File: config.mk
export PLATFORM = sky130hd
export DESIGN_NAME = dbg_uart_rx
export DESIGN_NICKNAME = d
export VERILOG_FILES = /design/src/rtl/dbg_uart_rx_pkg.sv /design/src/rtl/dbg_uart_rx_baud.sv /design/src/rtl/dbg_uart_rx_sync.sv /design/src/rtl/dbg_uart_rx_fsm.sv /design/src/rtl/dbg_uart_rx_status.sv /design/src/rtl/dbg_uart_rx.sv
export SDC_FILE = /design/constraint.sdc
export NUM_CORES = 1
export LEC_CHECK = 0
export BUFFER_PORTS_ARGS = -buffer_cell sky130_fd_sc_hd__buf_2
export CAP_MARGIN = 20
export CORE_UTILIZATION = 53
export CTS_CLUSTER_DIAMETER = 60
export CTS_CLUSTER_SIZE = 20
export DETAILED_ROUTE_END_ITERATION = 10
export HOLD_SLACK_MARGIN = 0.15
export PLACE_DENSITY = 0.76
export SLEW_MARGIN = 20
export SYNTH_ARGS = -nofsm -noshare
export SYNTH_HDL_FRONTEND = slang
export SYNTH_SLANG_ARGS = --single-unit
export TNS_END_PERCENT = 10
File: constraint.sdc
create_clock -name clk -period 3.7 [get_ports clk]
set_input_delay 0.74 -clock clk [delete_from_list [all_inputs] [get_ports clk]]
set_output_delay 0.74 -clock clk [all_outputs]
set_load 0.01 [all_outputs]
File: src/rtl/dbg_uart_rx_pkg.sv
package dbg_uart_rx_pkg;
    // Receiver control states
    typedef enum logic [1:0] {
        ST_OFF  = 2'd0,
        ST_HUNT = 2'd1,
        ST_RECV = 2'd2
    } rx_state_t;
endpackage

File: src/rtl/dbg_uart_rx_baud.sv
// Oversample tick generator.
// Emits a one-cycle tick every DIV_W-bit divisor clocks; a divisor of zero
// holds the counter and suppresses all ticks. Assumes divisor is quasi-static.
module dbg_uart_rx_baud #(
    parameter int DIV_W = 16
) (
    input  logic             clk,
    input  logic             rst_n,
    input  logic [DIV_W-1:0] divisor_i,
    output logic             tick_o
);
    logic [DIV_W-1:0] cnt_q;

    // Count master clocks and pulse when a full divisor period has elapsed
    always_ff @(posedge clk) begin
        if (!rst_n || divisor_i == '0) begin
            cnt_q  <= '0;
            tick_o <= 1'b0;
        end else if (cnt_q >= divisor_i - 1'b1) begin
            cnt_q  <= '0;
            tick_o <= 1'b1;
        end else begin
            cnt_q  <= cnt_q + 1'b1;
            tick_o <= 1'b0;
        end
    end


    no_tick_at_zero_chk: assert property (@(posedge clk) disable iff (!rst_n)
        (divisor_i == '0) |=> !tick_o);

    tick_spacing_chk: assert property (@(posedge clk) disable iff (!rst_n)
        (tick_o && divisor_i > 1) |=> (!tick_o || divisor_i <= 1));
endmodule

File: src/rtl/dbg_uart_rx_sync.sv
// Two-flop synchronizer for the asynchronous serial line.
// Resets to the idle (high) level so no false start appears after reset.
module dbg_uart_rx_sync (
    input  logic clk,
    input  logic rst_n,
    input  logic async_i,
    output logic sync_o
);
    logic meta_q;

    // Shift the line through two flops
    always_ff @(posedge clk) begin
        if (!rst_n) begin
            meta_q <= 1'b1;
            sync_o <= 1'b1;
        end else begin
            meta_q <= async_i;
            sync_o <= meta_q;
        end
    end
endmodule

File: src/rtl/dbg_uart_rx_fsm.sv
// Receive sequencer: start-bit glitch filter, mid-bit sampling, shift register
// and command handling. Emits done_o for one cycle at the stop-bit sample with
// the assembled byte and the stop-bit level. Assumes a synchronized line.
module dbg_uart_rx_fsm
    import dbg_uart_rx_pkg::*;
#(
    parameter int DATA_BITS  = 8,
    parameter int OSR        = 16,
    parameter int GLITCH_MAX = 7
) (
    input  logic                 clk,
    input  logic                 rst_n,
    input  logic                 tick_i,
    input  logic                 line_i,
    input  logic                 enable_i,
    input  logic                 disable_i,
    input  logic                 reset_i,
    output logic                 done_o,
    output logic [DATA_BITS-1:0] byte_o,
    output logic                 stop_o
);
    localparam int LOW_W   = $clog2(GLITCH_MAX + 1) + 1;
    localparam int FIRST   = OSR + OSR / 2 - (GLITCH_MAX + 1);
    localparam int WAIT_W  = $clog2(FIRST + 1);
    localparam int BIT_W   = $clog2(DATA_BITS + 1);

    rx_state_t              state_q;
    logic [LOW_W-1:0]       low_q;
    logic [WAIT_W-1:0]      wait_q;
    logic [BIT_W-1:0]       bit_q;
    logic [DATA_BITS-1:0]   shreg_q;
    logic                   pend_q;

    // Sequence the receiver through off, hunt and receive
    always_ff @(posedge clk) begin
        done_o <= 1'b0;
        if (!rst_n || reset_i) begin
            state_q <= ST_OFF;
            low_q   <= '0;
            wait_q  <= '0;
            bit_q   <= '0;
            pend_q  <= 1'b0;
            if (!rst_n) begin
                shreg_q <= '0;
                byte_o  <= '0;
                stop_o  <= 1'b1;
            end
        end else begin
            case (state_q)
                ST_OFF: begin
                    low_q <= '0;
                    if (enable_i && !disable_i) state_q <= ST_HUNT;
                end
                ST_HUNT: begin
                    if (disable_i) begin
                        state_q <= ST_OFF;
                    end else if (tick_i) begin
                        if (line_i) begin
                            low_q <= '0;
                        end else if (low_q == LOW_W'(GLITCH_MAX)) begin
                            state_q <= ST_RECV;
                            low_q   <= '0;
                            wait_q  <= WAIT_W'(FIRST);
                            bit_q   <= '0;
                        end else begin
                            low_q <= low_q + 1'b1;
                        end
                    end
                end
                ST_RECV: begin
                    if (disable_i)     pend_q <= 1'b1;
                    else if (enable_i) pend_q <= 1'b0;
                    if (tick_i) begin
                        if (wait_q != '0) begin
                            wait_q <= wait_q - 1'b1;
                        end else begin
                            wait_q <= WAIT_W'(OSR - 1);
                            if (bit_q < BIT_W'(DATA_BITS)) begin
                                shreg_q <= {line_i, shreg_q[DATA_BITS-1:1]};
                                bit_q   <= bit_q + 1'b1;
                            end else begin
                                byte_o  <= shreg_q;
                                stop_o  <= line_i;
                                done_o  <= 1'b1;
                                pend_q  <= 1'b0;
                                state_q <= (pend_q || disable_i) ? ST_OFF : ST_HUNT;
                            end
                        end
                    end
                end
                default: state_q <= ST_OFF;
            endcase
        end
    end


    reset_stops_chk: assert property (@(posedge clk) disable iff (!rst_n)
        reset_i |=> (state_q == ST_OFF && !done_o));

    hunt_disable_chk: assert property (@(posedge clk) disable iff (!rst_n)
        (disable_i && !reset_i && state_q == ST_HUNT) |=> state_q == ST_OFF);

    enable_loses_chk: assert property (@(posedge clk) disable iff (!rst_n)
        (enable_i && disable_i && state_q == ST_OFF) |=> state_q == ST_OFF);
endmodule

File: src/rtl/dbg_uart_rx_status.sv
// Holding register and status flags for received bytes.
// Loads on done_i, clears ready/overrun on rd_ack, clears flags on reset_i.
module dbg_uart_rx_status #(
    parameter int DATA_BITS = 8
) (
    input  logic                 clk,
    input  logic                 rst_n,
    input  logic                 reset_i,
    input  logic                 done_i,
    input  logic [DATA_BITS-1:0] byte_i,
    input  logic                 stop_i,
    input  logic                 ack_i,
    output logic [DATA_BITS-1:0] data_o,
    output logic                 ready_o,
    output logic                 ferr_o,
    output logic                 ovr_o
);
    // Update the byte register and its flags
    always_ff @(posedge clk) begin
        if (!rst_n) begin
            data_o  <= '0;
            ready_o <= 1'b0;
            ferr_o  <= 1'b0;
            ovr_o   <= 1'b0;
        end else if (reset_i) begin
            ready_o <= 1'b0;
            ferr_o  <= 1'b0;
            ovr_o   <= 1'b0;
        end else if (done_i) begin
            data_o  <= byte_i;
            ready_o <= 1'b1;
            ferr_o  <= !stop_i;
            ovr_o   <= (ready_o || ovr_o) && !ack_i;
        end else if (ack_i) begin
            ready_o <= 1'b0;
            ovr_o   <= 1'b0;
        end
    end


    ready_from_done_chk: assert property (@(posedge clk) disable iff (!rst_n)
        $rose(ready_o) |-> $past(done_i));

    overrun_needs_ready_chk: assert property (@(posedge clk) disable iff (!rst_n)
        $rose(ovr_o) |-> $past(ready_o));
endmodule

File: src/rtl/dbg_uart_rx.sv
// Top of the debug serial receiver: divider, synchronizer, sequencer, status.
// Commands are single-cycle pulses in the clk domain; rx_line is asynchronous.
module dbg_uart_rx #(
    parameter int DIV_W      = 16,
    parameter int DATA_BITS  = 8,
    parameter int OSR        = 16,
    parameter int GLITCH_MAX = 7
) (
    input  logic                 clk,
    input  logic                 rst_n,
    input  logic [DIV_W-1:0]     divisor,
    input  logic                 rx_line,
    input  logic                 cmd_enable,
    input  logic                 cmd_disable,
    input  logic                 cmd_reset,
    input  logic                 rd_ack,
    output logic [DATA_BITS-1:0] rx_data,
    output logic                 rx_ready,
    output logic                 frame_err,
    output logic                 overrun
);
    logic                 tick;
    logic                 line_s;
    logic                 done;
    logic [DATA_BITS-1:0] rx_byte;
    logic                 stop_lvl;

    dbg_uart_rx_baud #(.DIV_W(DIV_W)) u_baud (
        .clk(clk), .rst_n(rst_n), .divisor_i(divisor), .tick_o(tick)
    );

    dbg_uart_rx_sync u_sync (
        .clk(clk), .rst_n(rst_n), .async_i(rx_line), .sync_o(line_s)
    );

    dbg_uart_rx_fsm #(.DATA_BITS(DATA_BITS), .OSR(OSR), .GLITCH_MAX(GLITCH_MAX)) u_fsm (
        .clk(clk), .rst_n(rst_n), .tick_i(tick), .line_i(line_s),
        .enable_i(cmd_enable), .disable_i(cmd_disable), .reset_i(cmd_reset),
        .done_o(done), .byte_o(rx_byte), .stop_o(stop_lvl)
    );

    dbg_uart_rx_status #(.DATA_BITS(DATA_BITS)) u_status (
        .clk(clk), .rst_n(rst_n), .reset_i(cmd_reset), .done_i(done),
        .byte_i(rx_byte), .stop_i(stop_lvl), .ack_i(rd_ack),
        .data_o(rx_data), .ready_o(rx_ready), .ferr_o(frame_err), .ovr_o(overrun)
    );


    idle_after_reset_chk: assert property (@(posedge clk)
        !rst_n |=> (!rx_ready && !frame_err && !overrun));
endmodule

* Word-level counts from Yosys, hierarchy flattened
Cells that the tools add are included.
** Operators by class
- Add/subtract/negate cells :: 5
- Magnitude comparators :: 2
- Equality and inequality tests :: 18
- Mux-type cells :: 57
- Bitwise operators :: 4
- Reductions and logical operators :: 29
** Operators with widths (number)
- $mux 8 :: 11
- $mux 4 :: 11
- $mux 5 :: 6
- $mux 1 :: 17
- $add 16x1->16 const B :: 1
- $ge 16x16->1 :: 1
- $logic_not 16->1 :: 1
- $mux 2 :: 8
- $pmux 4 s2 :: 2
- $sub 16x1->16 const B :: 1
- $ne 2x2->1 const B :: 7
- $reduce_bool 2->1 :: 6
- $ne 2x1->1 const B :: 5
- $pmux 5 s2 :: 1
- $reduce_and 5->1 :: 2
- $add 4x1->4 const B :: 2
- $reduce_and 8->1 :: 1
- $reduce_and 7->1 :: 1
- $ne 3x3->1 const B :: 2
- $pmux 2 s3 :: 1
- $reduce_and 6->1 :: 1
- $reduce_bool 5->1 :: 1
- $sub 5x1->5 const B :: 1
- $eq 4x3->1 const B :: 1
- 13 further kinds :: 24
** Word-level totals
- Bits in registers :: 64
- Input port bits :: 23
- Output and inout bits :: 11
- Word-level logic and storage cells :: 132

* Logic depth before layout (Yosys ltp)
- Word-level depth :: 6
- Depth in mapped cells :: 13
- Depth with buffers taken out :: 12

* Cells and area by module
From an unflattened synthesis, not the netlist that was laid out.
** Second synthesis, totals
- Cell total of the unflattened synthesis :: 344
- Area total of the unflattened synthesis :: 3279.4 µm²
** By module, submodules not included
- dbg_uart_rx_fsm :: instances 1, cells each 137, area each 1490.2 µm²
- dbg_uart_rx_baud :: instances 1, cells each 156, area each 1302.5 µm²
- dbg_uart_rx_status :: instances 1, cells each 47, area each 434.2 µm²
- dbg_uart_rx_sync :: instances 1, cells each 4, area each 52.6 µm²

* Least setup slack after synthesis
OpenSTA, ideal clock, no wires.
- Kind :: in2reg
- Start point :: in divisor[0]
- End point :: reg u_baud.cnt_q[10]
- Arrival :: 3.429 ns
- Data required time :: 3.622 ns
- Setup slack :: 0.193 ns
- Stages on the path :: 13
- Path buffers :: 1
- Path through :: inv_1 ha_1 or4b_4 or3_4 nor3_1 xnor2_1 ha_1 nand4_1 nor2_1 a311oi_1 nand2_1 clkbuf_1 nor3_1
** On the way
- Word-level cells in the longest chain between the ends :: 3
- Elaborated cells on any way between the ends :: 5
** RTL lines
- from (decl) :: line dbg_uart_rx.sv:11 : input logic [DIV_W-1:0] divisor,
- $sub 16x1->16 / $logic_not 16->1 (equally long branches) :: line dbg_uart_rx_baud.sv:19, dbg_uart_rx_baud.sv:16
- $ge 16x16->1 / $logic_or 1x1->1 (equally long branches) :: line dbg_uart_rx_baud.sv:19, dbg_uart_rx_baud.sv:16
- $reduce_or 2->1 (no source line) *
- to (signal assigned) :: line dbg_uart_rx_baud.sv:23 : cnt_q <= cnt_q + 1'b1;
- to (decl) :: line dbg_uart_rx_baud.sv:12 : logic [DIV_W-1:0] cnt_q;
Every way passes the cells marked *; elsewhere a longest branch is shown, timed or not.
A chain may end at the register's enable or synchronous reset.

* Worst setup path after layout
- Start point :: in divisor[2]
- End point :: reg u_baud.cnt_q[5]
The elaborated chain is that of the path after synthesis.

==> impl_metrics.toml <==
[setup_path]
r2r-start = "u_fsm.wait_q[0]$_SDFFE_PP0P_"
endpoint_kind = "register"
startpoint_type = "input pin"
rr_worst_depth = 6
critPathMaxFanout = 15
worstPathArrival_ns = 3.67
critPathRequiredTime_ns = 3.96
ff2ff_setup_slack_ns = 1.42
critical_path_class = "input pin to register"
rr_endpoint = "u_fsm.byte_o[5]$_SDFFCE_PP0P_"

[floorplanning]
die-area_um2 = 6360
io_pins = 34
die_w_um = 79.7
die_height_um = 79.7
start_util_pct = 56.4
fp-row-count = 27
core_area_um2 = 5680

[min_path]
worstHoldStart = "u_sync.meta_q$_SDFF_PN1_"
hp-class = "register to register"
whs_path_depth = 1
min_to = "u_sync.sync_o$_SDFF_PN1_"

[layout]
nets = 415
register_area_um2 = 1450
area_delta_synth_final_pct = 14.7
post-route-util_pct = 64.7
final_cell_mix = "dfxtp_1 (47), buf_2 (33), nor3_1 (28), nor2_1 (28), nand2_1 (22)"
drive_above_1_share_pct = 16.0
antennaDiodeCount = 0
fin_area_um2 = 3670
final_cells = 448
mostFrequentLayoutCell = "dfxtp_1"
multi_input_area_um2 = 1670
fillerInstances = 464

[grt]
grt_use_total_pct = 22.2
overflow = 0
grt_pass1_wl_um = 10800
grt_max_degree = 17
grt_pass1_vias = 2349
antenna_found_initial = 0

[sta]
period_needed_ns = 3.41
setup_viol = 0
finalClockSkew_ns = 0.0114
setup_ws_ns = 0.291
rsz0062_at_grt = "false"
slew_headroom_pct = 39.2
finalHoldViolations = 0
drv_slew = 0
timing.final.crit_share_pct = 92.1
whs_ns = 0.428
worstMarginPinSlew_ns = 0.910
fmaxAchievable_mhz = 293

[clock_tree]
clock_latency_ns = 0.34
htreeDepth = 3
cts-root-buf = "clkbuf_8"
cts_tree = "done"
cts_buffers = 9
holdBufCountCts = 0
cts.sinks = 64
ctsResizeCount = 0
clockBufferDepth = 2
path_clk_slew_ns = 0.07
cts_setup_buffers = 0

[logic_synthesis]
syn_nets = 376
yosysWarnings = 0
ys.flop_type = "dfxtp_1"
async_reset_ff_share_pct = 0
synthCells = 332
yosys_register_bits = 64
synthTopCellsByArea = "dfxtp_1 (29%), edfxtp_1 (16%), ha_1 (8.2%), xnor2_1 (5.7%), nor3_1 (4.4%)"
synth_enable_flop_cells = 17
post_synth_num_cell_types = 48
synth_top_area_share_pct = 29.4
netlist.top_cell.by_area = "dfxtp_1"
ys_seq_area_share_pct = 45.3
avgSynthCellArea_um2 = 9.64
syn_area_um2 = 3200

[routing]
wl_um = 6310
antenna_left = 0
wl_per_cell_um = 14.1
vias_per_cell = 5.56
num_vias = 2493
drc_errors = 0
drt_iter0_drc = 132
firstDrtPassIters = 5

[placement]
placed_area_um2 = 3450
place_congestion = 0.815
dp_slack_ns = -0.0338
dp_hpwl_um = 4590
dp.cells = 432
portBuffers = 33

[pwr]
powerDensity_nw_per_um2 = 409
ir_worst_vdd_uv = 271
p_leak_uw = 0.00137

[run_status]
outcome = "complete, no violations"

[job]
maxCapViolCount = 0
## cell type report
cell class	count	share of cell area (%)
tap	72	2.45
sequential	64	39.5
inverter	10	1.02
multi-input combinational	249	45.5
clock inverter	7	2.79
timing repair buffer	37	5.32
clock buffer	9	3.37
## logic make-up (layout without fill, tap and decap cells)
logic type | after synthesis | after routing | synth area share, %
AOI/OAI and AO/OA | 41 | 41 | 8.17
xor gates and xnor gates | 29 | 29 | 7.93
adders and majority gates | 21 | 21 | 8.21
buffers and inverters | 19 | 63 | 2.46
DFF | 64 | 64 | 45.3
muxes | 9 | 9 | 2.85
and+or+nand+nor | 149 | 149 | 25.0
## cell usage after synthesis, drive strengths merged (3+ instances only)
cell / instances
dfxtp: 47
nor2: 28
nor3: 28
nand2: 23
ha: 21
xnor2: 21
edfxtp: 17
a21oi: 16
and2: 11
nor2b: 11
inv: 10
nand3: 10
clkbuf: 8
mux2i: 8
o21ai: 8
xor2: 8
nand2b: 7
nor4: 5
nand4: 4
nor3b: 4
or3: 4
a31oi: 3
## per-stage QoR
stage / TNS, ns / power [µW]
after CTS: 0 / 1510
final: 0 / 1500
after global placement: 0 / 837
after floorplan: 0 / 805
after global routing: 0 / 1560
after detailed placement: -0.0965 / 840
## power by group
| group | total (µW) | internal, µW | switching (µW) |
|---|---|---|---|
| sequential | 740 | 732 | 8.31 |
| clock | 677 | 386 | 292 |
| combinational | 85.1 | 37.7 | 47.4 |
| total | 1500 | 1160 | 347 |
## layer usage
metal  up-vias  wire length [µm]  share of wire, %  global-route usage, %
met4         0                76               1.2                   7.82
met3         9               273               4.3                   6.17
met5         -                 0                 0                      0
met2        52              3140                50                   36.1
li1       1266                 -                 -                      -
met1      1166              2820                45                   28.1
## critical path, cell delays in order
cell and delay (ns):
buf_2 0.13, nor3_1 0.25, or3b_1 0.41, or3_1 0.38
nor4_1 0.26, xnor2_1 0.17, ha_1 0.26, nand4_1 0.14
nor2_1 0.08, a311oi_1 0.35, nand2_1 0.09, buf_4 0.20
nor3_1 0.19
## sequential cells by signal, indices dropped and copies added, names as in the netlist
signal and count:
u_baud.tick_o 1, u_sync.meta_q 1, u_status.ready_o 1, u_fsm.stop_o 1
u_status.ferr_o 1, u_fsm.pend_q 1, u_baud.cnt_q 16, u_status.data_o 8
u_sync.sync_o 1, u_fsm.shreg_q 8, u_fsm.state_q 2, u_fsm.wait_q 5
u_fsm.low_q 4, u_fsm.byte_o 8, u_fsm.done_o 1, u_status.ovr_o 1
u_fsm.bit_q 4
## how the worst max path moves through the flow
stage / startpoint / to / slack [ns] / depth (start not counted)
floorplan: divisor[0] / u_baud.cnt_q[10]$_SDFF_PP0_ / 0.19 / 13
finish: divisor[2] / u_baud.cnt_q[5]$_SDFF_PP0_ / 0.29 / 13
CTS: divisor[2] / u_baud.cnt_q[5]$_SDFF_PP0_ / 0.29 / 13
detailed placement: divisor[2] / u_baud.cnt_q[5]$_SDFF_PP0_ / -0.03 / 13
global route: divisor[2] / u_baud.cnt_q[13]$_SDFF_PP0_ / 0.04 / 13
global placement: divisor[2] / u_baud.cnt_q[5]$_SDFF_PP0_ / 0.10 / 13
(Power assumes the default switching activity.)
